==> src/rtl/cascade_timer_pkg.sv <==
package cascade_timer_pkg;
  localparam int DIV_W_DEF = 8;
  localparam int CNT_W_DEF = 4;

  // Bit width needed to hold a prescale sum before the period is removed.
  function automatic int sum_width(input int period, input int amt_w);
    return $clog2(period + (1 << amt_w));
  endfunction
endpackage

==> src/rtl/tmr_prescale.sv <==
module tmr_prescale #(
  parameter int PERIOD = 128,
  parameter int AMT_W  = 5
) (
  input  logic             clk,
  input  logic             rst_n,
  input  logic             adv_valid,
  input  logic [AMT_W-1:0] adv_amt,
  output logic             phase_q,
  output logic             phase_d
);
  import cascade_timer_pkg::*;
  localparam int S0_W = sum_width(PERIOD, AMT_W);

  logic [S0_W-1:0] acc_q, acc_d, sum;
  logic            wrap;

  always_comb begin
    sum     = acc_q + S0_W'(adv_amt);
    wrap    = adv_valid && (sum >= S0_W'(PERIOD));
    acc_d   = acc_q;
    phase_d = phase_q;
    if (adv_valid) begin
      acc_d = wrap ? (sum - S0_W'(PERIOD)) : sum;
      if (wrap) phase_d = ~phase_q;
    end
  end

  always_ff @(posedge clk or negedge rst_n) begin
    if (!rst_n) begin
      acc_q   <= '0;
      phase_q <= 1'b0;
    end else begin
      acc_q   <= acc_d;
      phase_q <= phase_d;
    end
  end


  phase_hold_chk: assert property (@(posedge clk) disable iff (!rst_n)
    !adv_valid |=> ($stable(phase_q) && $stable(acc_q)));


  phase_flip_chk: assert property (@(posedge clk) disable iff (!rst_n)
    (adv_valid && ((acc_q + S0_W'(adv_amt)) >= S0_W'(PERIOD))) |=> (phase_q != $past(phase_q)));
endmodule

==> src/rtl/tmr_line_edge.sv <==
module tmr_line_edge (
  input  logic clk,
  input  logic rst_n,
  input  logic phase_d,
  input  logic grp_run,
  input  logic grp_halt,
  output logic fall
);
  logic line_q, line_d;

  assign line_d = phase_d & grp_run & ~grp_halt;
  assign fall   = line_q & ~line_d;

  always_ff @(posedge clk or negedge rst_n) begin
    if (!rst_n) line_q <= 1'b0;
    else        line_q <= line_d;
  end


  line_gate_chk: assert property (@(posedge clk) disable iff (!rst_n)
    (!grp_run || grp_halt) |=> !line_q);


  fall_drop_chk: assert property (@(posedge clk) disable iff (!rst_n)
    fall |=> !line_q);
endmodule

==> src/rtl/tmr_divider.sv <==
module tmr_divider #(
  parameter int DIV_W = 8,
  parameter int CNT_W = 4
) (
  input  logic             clk,
  input  logic             rst_n,
  input  logic             fall,
  input  logic             tmr_en,
  input  logic [DIV_W-1:0] target,
  input  logic             rd_clr,
  output logic [CNT_W-1:0] count
);
  logic             en_q, en_rise, step, hit;
  logic [DIV_W-1:0] div_q, div_inc;

  assign en_rise = tmr_en & ~en_q;
  assign step    = fall & tmr_en & ~en_rise;
  assign div_inc = div_q + 1'b1;
  assign hit     = step && (div_inc == target);

  always_ff @(posedge clk or negedge rst_n) begin
    if (!rst_n) begin
      en_q  <= 1'b0;
      div_q <= '0;
      count <= '0;
    end else begin
      en_q <= tmr_en;
      if (en_rise)   div_q <= '0;
      else if (step) div_q <= hit ? '0 : div_inc;
      if (en_rise)     count <= '0;
      else if (rd_clr) count <= hit ? CNT_W'(1) : '0;
      else if (hit)    count <= count + 1'b1;
    end
  end


  div_hold_chk: assert property (@(posedge clk) disable iff (!rst_n)
    !tmr_en |=> $stable(div_q));


  rdclr_chk: assert property (@(posedge clk) disable iff (!rst_n)
    (rd_clr && !en_rise) |=> (count <= CNT_W'(1)));


  count_still_chk: assert property (@(posedge clk) disable iff (!rst_n)
    (!fall && !rd_clr && !en_rise) |=> $stable(count));


  en_clear_chk: assert property (@(posedge clk) disable iff (!rst_n)
    en_rise |=> (count == '0 && div_q == '0));
endmodule

==> src/rtl/cascade_timer.sv <==
module cascade_timer #(
  parameter int PERIOD = 128,
  parameter int AMT_W  = 5,
  parameter int DIV_W  = cascade_timer_pkg::DIV_W_DEF,
  parameter int CNT_W  = cascade_timer_pkg::CNT_W_DEF
) (
  input  logic             clk,
  input  logic             rst_n,
  input  logic             adv_valid,
  output logic             adv_ready,
  input  logic [AMT_W-1:0] adv_amt,
  input  logic             grp_run,
  input  logic             grp_halt,
  input  logic             tmr_en,
  input  logic [DIV_W-1:0] target,
  input  logic             rd_clr,
  output logic [CNT_W-1:0] count
);
  logic phase_q, phase_d, fall;

  assign adv_ready = 1'b1;

  tmr_prescale #(.PERIOD(PERIOD), .AMT_W(AMT_W)) u_pre (
    .clk(clk), .rst_n(rst_n), .adv_valid(adv_valid), .adv_amt(adv_amt),
    .phase_q(phase_q), .phase_d(phase_d)
  );

  tmr_line_edge u_edge (
    .clk(clk), .rst_n(rst_n), .phase_d(phase_d),
    .grp_run(grp_run), .grp_halt(grp_halt), .fall(fall)
  );

  tmr_divider #(.DIV_W(DIV_W), .CNT_W(CNT_W)) u_div (
    .clk(clk), .rst_n(rst_n), .fall(fall), .tmr_en(tmr_en),
    .target(target), .rd_clr(rd_clr), .count(count)
  );


  ready_high_chk: assert property (@(posedge clk) adv_ready);
endmodule

==> config.mk <==
export PLATFORM = sky130hd
export DESIGN_NAME = cascade_timer
export DESIGN_NICKNAME = d
export VERILOG_FILES = /design/src/rtl/cascade_timer_pkg.sv /design/src/rtl/tmr_prescale.sv /design/src/rtl/tmr_line_edge.sv /design/src/rtl/tmr_divider.sv /design/src/rtl/cascade_timer.sv
export SDC_FILE = /design/constraint.sdc
export NUM_CORES = 1
export LEC_CHECK = 0
export CAP_MARGIN = 10
export CELL_PAD_IN_SITES_DETAIL_PLACEMENT = 1
export CELL_PAD_IN_SITES_GLOBAL_PLACEMENT = 1
export CORE_MARGIN = 5
export CORE_UTILIZATION = 44
export CTS_CLUSTER_DIAMETER = 100
export DETAILED_ROUTE_END_ITERATION = 6
export GPL_TIMING_DRIVEN = 1
export PLACE_DENSITY = 0.94
export SLEW_MARGIN = 25
export SYNTH_ARGS = -nofsm -noshare
export SYNTH_HDL_FRONTEND = slang
export SYNTH_HIERARCHICAL = 1
export SYNTH_SLANG_ARGS = --single-unit
==> constraint.sdc <==
create_clock -name clk -period 4.06 [get_ports clk]
set_input_delay 0.812 -clock clk [delete_from_list [all_inputs] [get_ports clk]]
set_output_delay 0.812 -clock clk [all_outputs]
set_load 0.03 [all_outputs]
==> run_results.csv <==
group,metric,value,unit
synth,synth_cells,161,
synth,synth_area_leaders,"dfrtp_1, ha_1, xnor2_1",
power,finalPower,0.000728,W
timing,fin_crit,3.61,ns
cells_and_area,area_delta_synth_final,19.0,%
critical_path,critPathArrivalTime,3.81,ns
power,clockPowerShare,0.153,
timing,setup_tns,0,ns
cells_and_area,drive_above_1_share,0.120,
detailed_routing,drt_iter0_drc,46,
clock_network,clkSinkCount,23,
synth,synthMuxAreaShare,0.0293,
detailed_routing,postRouteAntennaNets,0,
floorplanning,start_util,0.457,
synth,synth_area_leader_cell,"dfrtp_1",
synth,ys_ff_latch,23,
power,p_seq_frac,0.430,
synth,yosysUniqueCellTypes,57,
synth,synth_top_flop_cell,"dfrtp_1",
cells_and_area,antenna_cells,0,
timing,fin_crit_sh,0.889,
critical_path,crit_top_cell,"nand2_1",
detailed_routing,routedWlPerCell,17.0,µm
status,status,"completed",
grt,grt_max_degree,24,
clock_network,cts_root_buf,"clkbuf_4",
synth,synth_xor_area_frac,0.0798,
synth,yosysMostFrequentCell,"dfrtp_1",
power,p_int,0.000464,W
clock_network,cts_buffer_depth,2,
synth,seq_area_frac_synth,0.375,
clock_network,h-tree-depth,1,
critical_path,worst-r2r-cell-count,10,
clock_network,postCtsHoldBufs,0,
timing,fmax,277,MHz
timing,hold_slack,0.433,ns
critical_path,cpPeakStageDelay,0.64,ns
grt,grt_first_pass_wirelength,6.81,mm
timing,rsz0062_at_grt,"no",
clock_network,clkSlewWorstSetupHoldPaths,0.14,ns
clock_network,cts_tree,"built",
power,p_per_area,398,nW/µm²
worst_hold_path,hp-class,"in -> async",
detailed_routing,vias,1330,
synth,synth_top_family_by_area,"compound AO/OA/AOI/OAI gates",
floorplanning,dieArea,4770,µm²
floorplanning,rows,21,
floorplanning,core,3360,µm²
synth,synth_area_per_cell,9.54,µm²
floorplanning,ios,25,
grt,grt_pass1_vias,1487,
placement,hpwl,3.11,mm
placement,portBuffers,23,
synth,async_flop_share,1.00,
synth,synth-compound-area-share,0.202,
critical_path,required,4.26,ns
power,swShare,0.363,
run,max_cap_violations,0,
synth,yosys.area_share.adder,0.0774,
clock_network,cts_resized,0,
detailed_routing,first_pass_iters,4,
clock_network,cts_buffers,3,
cells_and_area,finalNetCount,213,
timing,slew-limit-headroom,0.552,
floorplanning,die_h,69.1,µm
power,power_leakage,0.728,nW
synth,netlist_area,1540,µm²
clock_network,cts_setup_buffers,0,
synth,synth_edf_count,0,
detailed_routing,drc_errors,0,
timing,setup_violations,0,
grt,antenna_found_initial,0,
clock_network,worstSkewPairLatency,0.32,ns
detailed_routing,viasPerCell,5.78,
critical_path,crit_fanout,7,
grt,grt_overflow,0,
synth,synth_top_area_frac,0.375,
critical_path,worst_setup_path_start_kind,"input port",
critical_path,crit_chain,"clkdlybuf4s50_1 -> ha_1 -> a211o_1 -> a21oi_2 -> a2111oi_0 -> a221oi_2 -> nand2_1 -> o21a_1 -> and3_1 -> nand2_1 -> o311ai_0",
detailed_routing,wirelength,3.91,mm
critical_path,end_kind,"flop",
power,ir_worst_vdd,0.000156,V
power,p_comb_frac,0.416,
synth,syn_nets,189,
placement,gp_congestion,0.884,
critical_path,crit_slowest_cell,"a2111oi_0",
timing,clock_skew,0.00887,ns
synth,yosys.area_share.simple,0.191,
timing,drv_slew,0,
grt,grt_usage,0.172,
power,p_sw,0.000264,W
floorplanning,die_width,69.1,µm
critical_path,path_class,"in -> reg",
synth,ys_warn_count,6,
timing,hold_violations,0,
timing,worst_pin_slew,0.655,ns
synth,synthTopCellsByCount,"dfrtp_1, nand2_1, o21ai_0, xnor2_1",
-- state kept, by name, indices dropped and copies added, names as in the netlist --
name and cells:
u_div/count 4, u_div/div_q 8, u_div/en_q 1, u_edge/line_q 1
u_pre/acc_q 8, u_pre/phase_q 1
-- routing by layer --
layer	vias up	track usage	routed length [µm]
li1	633	-	-
met1	657	0.188	1560
met2	29	0.318	2120
met3	11	0.0436	157
met4	0	0.0586	76
met5	-	0	0
-- path summary, 6_finish.rpt --
| kind | slack (ns) | start | endpoint |
|---|---|---|---|
| max | 0.45 | adv_amt[1] | u_div/div_q[5] |
| min | 0.43 | rst_n | u_div/div_q[1] |
| max reg2reg | 0.98 | u_pre/acc_q[2] | u_div/div_q[5] |
| min reg2reg | 0.52 | u_pre/acc_q[6] | u_pre/acc_q[6] |
| max in group asynchronous | 3.28 | rst_n | u_pre/acc_q[3] |
| min in group clk | 0.52 | u_pre/acc_q[6] | u_pre/acc_q[6] |
-- power groups by stage --
stage	registers, W	clock network, W	logic, W
after floorplan	0.000306	0	0.000227
after global placement	0.000312	0	0.000280
after detailed placement	0.000318	0	0.000306
after CTS	0.000313	0.000115	0.000308
after global routing	0.000319	0.000128	0.000340
final	0.000313	0.000112	0.000303
-- logic make-up after synthesis --
logic type	count (synthesis)
multiplexers	4
AO/OA/AOI/OAI	45
adder cells (fa/ha/maj)	9
buffers and inverters	14
other	1
AND/OR/NAND/NOR	51
XOR/XNOR	14
flip-flops	23
-- stage by stage --
stage	cells	setup WS (ns)	instance area, µm²	util
after global routing	230	0.196	1830	0.544
after floorplan	161	1.06	1540	-
after global placement	226	0.405	1800	0.536
after CTS	230	0.426	1830	0.545
final	230	0.450	1830	0.544
after detailed placement	226	0.0646	1800	0.536
-- placed cells by master (no fill, tap or decap), drive strengths merged, types with 3 or more instances in the layout --
| master | count |
|---|---|
| inv | 8 |
| xnor2 | 9 |
| mux2 | 4 |
| dfrtp | 23 |
| o21ai | 11 |
| or4 | 3 |
| nor2 | 4 |
| or3 | 3 |
| buf | 3 |
| a21oi | 9 |
| o21a | 3 |
| nand3 | 6 |
| nand2 | 13 |
| a31oi | 3 |
| ha | 7 |
| nor2b | 4 |
| clkdlybuf4s50 | 22 |
| nand4 | 3 |
| o31ai | 3 |
| and3 | 5 |
| clkbuf | 3 |
| xor2 | 5 |
-- worst max-delay path, delay by kind of cell --
family / cells / cell delay [ns]
buffers and inverters: 1 / 0.46
and+or+nand+nor: 3 / 0.65
adders and majority gates: 1 / 0.33
AOI/OAI and AO/OA: 6 / 1.55
-- layout make-up --
type / count / area [µm²]
Fill cell: 420 / 1540
Multi-Input combinational cell: 124 / 895
Sequential cell: 23 / 576
Timing Repair Buffer: 25 / 240
Tap cell: 46 / 57.6
Inverter: 8 / 30.0
Clock buffer: 3 / 22.5
Clock inverter: 1 / 7.51
Note: power is estimated with default switching activity, not from simulation.
